`src/rtl/mc_control.sv`:
```
module mc_control #(
  parameter logic [5:0] OP_RTYPE = 6'd0,
  parameter logic [5:0] OP_JUMP  = 6'd2,
  parameter logic [5:0] OP_BEQ   = 6'd4,
  parameter logic [5:0] OP_LOAD  = 6'd35,
  parameter logic [5:0] OP_STORE = 6'd43
) (
  input  logic       clk,
  input  logic       rst_n,
  input  logic [5:0] opcode,
  input  logic       funct_known,
  input  logic       alu_overflow,
  input  logic       alu_zero,
  output logic       pc_load,
  output logic       iord,
  output logic       mem_read,
  output logic       mem_write,
  output logic       ir_write,
  output logic       mem_to_reg,
  output logic       reg_dst,
  output logic       reg_write,
  output logic       alu_src_a,
  output logic [1:0] alu_src_b,
  output logic [1:0] alu_op,
  output logic [1:0] pc_source,
  output logic       cause_write,
  output logic       cause_code,
  output logic       epc_write
);
  typedef enum logic [3:0] {
    FETCH, DECODE, ADDR, MRD, LDWB, MWR, EXEC, RWB, BRANCH, JUMP, UNDEF, OVF
  } state_t;

  state_t st, nxt;

  wire known_op = (opcode == OP_RTYPE) || (opcode == OP_JUMP) || (opcode == OP_BEQ)
               || (opcode == OP_LOAD) || (opcode == OP_STORE);
  wire illegal  = !known_op || (opcode == OP_RTYPE && !funct_known);
  wire exc      = (st == UNDEF) || (st == OVF);

  always_ff @(posedge clk or negedge rst_n)
    if (!rst_n) st <= FETCH;
    else        st <= nxt;

  always_comb begin
    nxt = FETCH;
    case (st)
      FETCH:  nxt = DECODE;
      DECODE: begin
        if (illegal)                  nxt = UNDEF;
        else if (opcode == OP_RTYPE)  nxt = EXEC;
        else if (opcode == OP_BEQ)    nxt = BRANCH;
        else if (opcode == OP_JUMP)   nxt = JUMP;
        else                          nxt = ADDR;
      end
      ADDR:   nxt = (opcode == OP_LOAD) ? MRD : MWR;
      MRD:    nxt = LDWB;
      EXEC:   nxt = alu_overflow ? OVF : RWB;
      default: nxt = FETCH;
    endcase
  end

  assign pc_load     = (st == FETCH) || (st == JUMP) || exc || (st == BRANCH && alu_zero);
  assign iord        = (st == MRD) || (st == MWR);
  assign mem_read    = (st == FETCH) || (st == MRD);
  assign mem_write   = (st == MWR);
  assign ir_write    = (st == FETCH);
  assign mem_to_reg  = (st == LDWB);
  assign reg_dst     = (st == RWB);
  assign reg_write   = (st == RWB) || (st == LDWB);
  assign alu_src_a   = (st == ADDR) || (st == EXEC) || (st == BRANCH);
  assign alu_src_b   = (st == DECODE) ? 2'b11 :
                       (st == ADDR)   ? 2'b10 :
                       (st == FETCH || exc) ? 2'b01 : 2'b00;
  assign alu_op      = (st == EXEC) ? 2'b10 :
                       (st == BRANCH || exc) ? 2'b01 : 2'b00;
  assign pc_source   = exc ? 2'b11 :
                       (st == JUMP)   ? 2'b10 :
                       (st == BRANCH) ? 2'b01 : 2'b00;
  assign cause_write = exc;
  assign cause_code  = (st == OVF);
  assign epc_write   = exc;
endmodule


```
`config.mk`:
```
export PLATFORM = sky130hd
export DESIGN_NAME = mc_control
export DESIGN_NICKNAME = d
export VERILOG_FILES = /design/src/rtl/mc_control.sv
export SDC_FILE = /design/constraint.sdc
export NUM_CORES = 1
export LEC_CHECK = 0
export ABC_AREA = 1
export CORE_MARGIN = 2
export CORE_UTILIZATION = 31
export DETAILED_ROUTE_END_ITERATION = 7
export PLACE_DENSITY = 0.73
export SLEW_MARGIN = 20
export SYNTH_ARGS = -nofsm -noshare
export SYNTH_HDL_FRONTEND = slang
export SYNTH_SLANG_ARGS = --single-unit
```
`constraint.sdc`:
```
create_clock -name clk -period 1.1 [get_ports clk]
set_input_delay 0.22 -clock clk [delete_from_list [all_inputs] [get_ports clk]]
set_output_delay 0.22 -clock clk [all_outputs]
set_load 0.02 [all_outputs]
```
==> flow_summary.toml <==
[global_routing]
antenna_found_initial = 0
grt_pass1_wl_um = 3080
overflow = 0
grt_max_degree = 6
grt_usage_pct = 22.6
first_global_vias = 728

[finish]
final_util_pct = 85.3
final_common_cell = "buf_4"
final_area_mm2 = 0.00115
reg_top3 = "st (4)"
syn2layout_area_growth_pct = 151
regMostFlops = "st"
nNetsFinal = 148
diodes = 0
largest_reg_flops = 4
final_cell_mix = "22 x buf_4, 18 x buf_6, 10 x nor2_4, 9 x nand2_1"
drive_gt1_share_pct = 67.4

[routing]
vias_per_cell = 5.06
dr.pass1.iters = 4
num_vias = 759
post-route-drc-count = 0
post_drt_wl_per_cell_um = 14.1
wirelength_um = 2120
antenna_left = 0
drtIter0Drc = 17

[setup_path]
cp.arrival_ps = 1310
crit_cells = 4
cp_common_cell = "buf_4"
crit_path_max_incr_delay_ps = 430
crit_family = "flip-flops"
crit_required_ps = 880
critPathLaunch = "st[2]"
critical_path.cell_chain = "buf_4 > nand2_2 > a21oi_1 > buf_4"
r2r_cells = 7
cp-end-kind = "output pin"
cp_max_fo = 5
path_buf_inv = 2
crit_path_start_kind = "flop"
cpMaxStageDelayCell = "dfrtp_1"
crit_type = "reg -> out"
timing.rr.start = "st[2]"

[cts]
clk_path_buf_depth = 2
clk_latency_ps = 230
numCtsBuffers = 3
clk_pin_slew_ps = 40
htreeDepth = 1
cts_tree = "done"
clkSinkCount = 4
root_buffer = "clkbuf_4"

[placement]
place_congestion = 0.865
place_area_um2 = 901
portBuffers = 28
dp_hpwl_um = 1130

[logic_synthesis]
yosysWarnings = 0
synth.mux.area_fraction_pct = 0
synthCells = 81
ys_ff_latch = 4
synth_adder_area_share_pct = 0
synth_top_family_by_area = "simple AND/OR/NAND/NOR gates"
synth_compound_area_share_pct = 10.4
synth_xor_area_share_pct = 0
synth_area_um2 = 459
ys_seq_area_share_pct = 21.8
syn_avg_cell_area_um2 = 5.67
synthesis.nets = 92
ys_types = 15
synth-simple-area-share_pct = 54.0

[sta]
period_minus_slack_ps = 1530
setup_ws_ps = -430
worst_pin_slew_ps = 209
finalHoldViolations = 0
period_share_pct = 139
slew_viol_final = 0
fin_skew_ps = 2.21
relSlewSlack_pct = 86.0
rsz0062_at_grt = "true"
finalSetupViolCount = 22
fmax_ghz = 0.653

[power]
max-vdd-ir-drop_mv = 1.76
power.density_mw_per_mm2 = 3080
power_mw = 3.55
p_leak_nw = 0.562

[hold_path]
hold_path.class = "in -> async"

[status]
violations = "setup timing"
status = "complete, but fails checks"

[floorplanning]
die_area_mm2 = 0.00180
core_mm2 = 0.00135
ios = 29
die_y_um = 42.5
die_x_um = 42.5
row_count = 13
start_util_pct = 34.0

[flow_run]
maxCapViolations = 0
-- cell type report --
class / count / area [um2]
repair buffers: 52 / 488
clock buffers: 3 / 22.5
fillers: 67 / 199
flip-flops and latches: 4 / 103
well taps: 15 / 18.8
inverters: 15 / 71.3
multi-input cells: 61 / 448
-- cells by family (layout without fill, tap and decap cells) --
group,Yosys count,count (layout)
and+or+nand+nor,53,53
DFF,4,4
AOI/OAI and AO/OA,8,8
buffers and inverters,16,70
-- through the flow --
stage	instances	hold slack (ps)	worst slack [ps]	setup TNS, ps
global route	150	196	-494	-8270
detailed placement	133	430	-631	-10790
CTS	143	186	-371	-5920
finish	150	189	-430	-7410
global placement	133	427	-618	-10480
floorplan	81	-75.6	-121	-792
-- worst paths after layout --
path / to / slack (ps)
max: reg_write / -430
min: st[2] / 190
max reg2reg: st[0] / -200
min reg2reg: st[0] / 850
max in group asynchronous: st[1] / 730
min in group clk: st[0] / 510
-- cell usage after synthesis, drive strengths merged --
cell     n  area [um2]
nand2   22        87.6
nor2    22         113
inv     15        56.3
nand3    7        35.0
o21ai    5        25.0
dfrtp    4         100
a21oi    2        10.0
nand4    2        12.5
buf      1        7.51
o211ai   1        12.5
-- layer usage --
layer | vias up | global-route usage (%) | routed length (um)
li1 | 363 | - | -
met1 | 348 | 23.2 | 801
met2 | 46 | 44.3 | 1170
met3 | 2 | 4.31 | 128
met4 | 0 | 8.13 | 18
met5 | - | 0 | 0
-- repair_timing --
item | in CTS | in global routing
hold buffers | 0 | 0
endpoints found under the hold margin | 0 | 0
buffers inserted | 10 | 10
pin swaps | 20 | 8
gates resized for setup | 140 | 7
endpoints found under the setup margin | 22 | 22
-- power breakdown --
part | internal, mW | total [mW] | switching (mW)
Clock | 0.122 | 0.177 | 0.0557
Combinational | 1.47 | 3.04 | 1.58
Sequential | 0.219 | 0.327 | 0.108
Total | 1.81 | 3.55 | 1.74
Power figures use the tool's default switching activity.
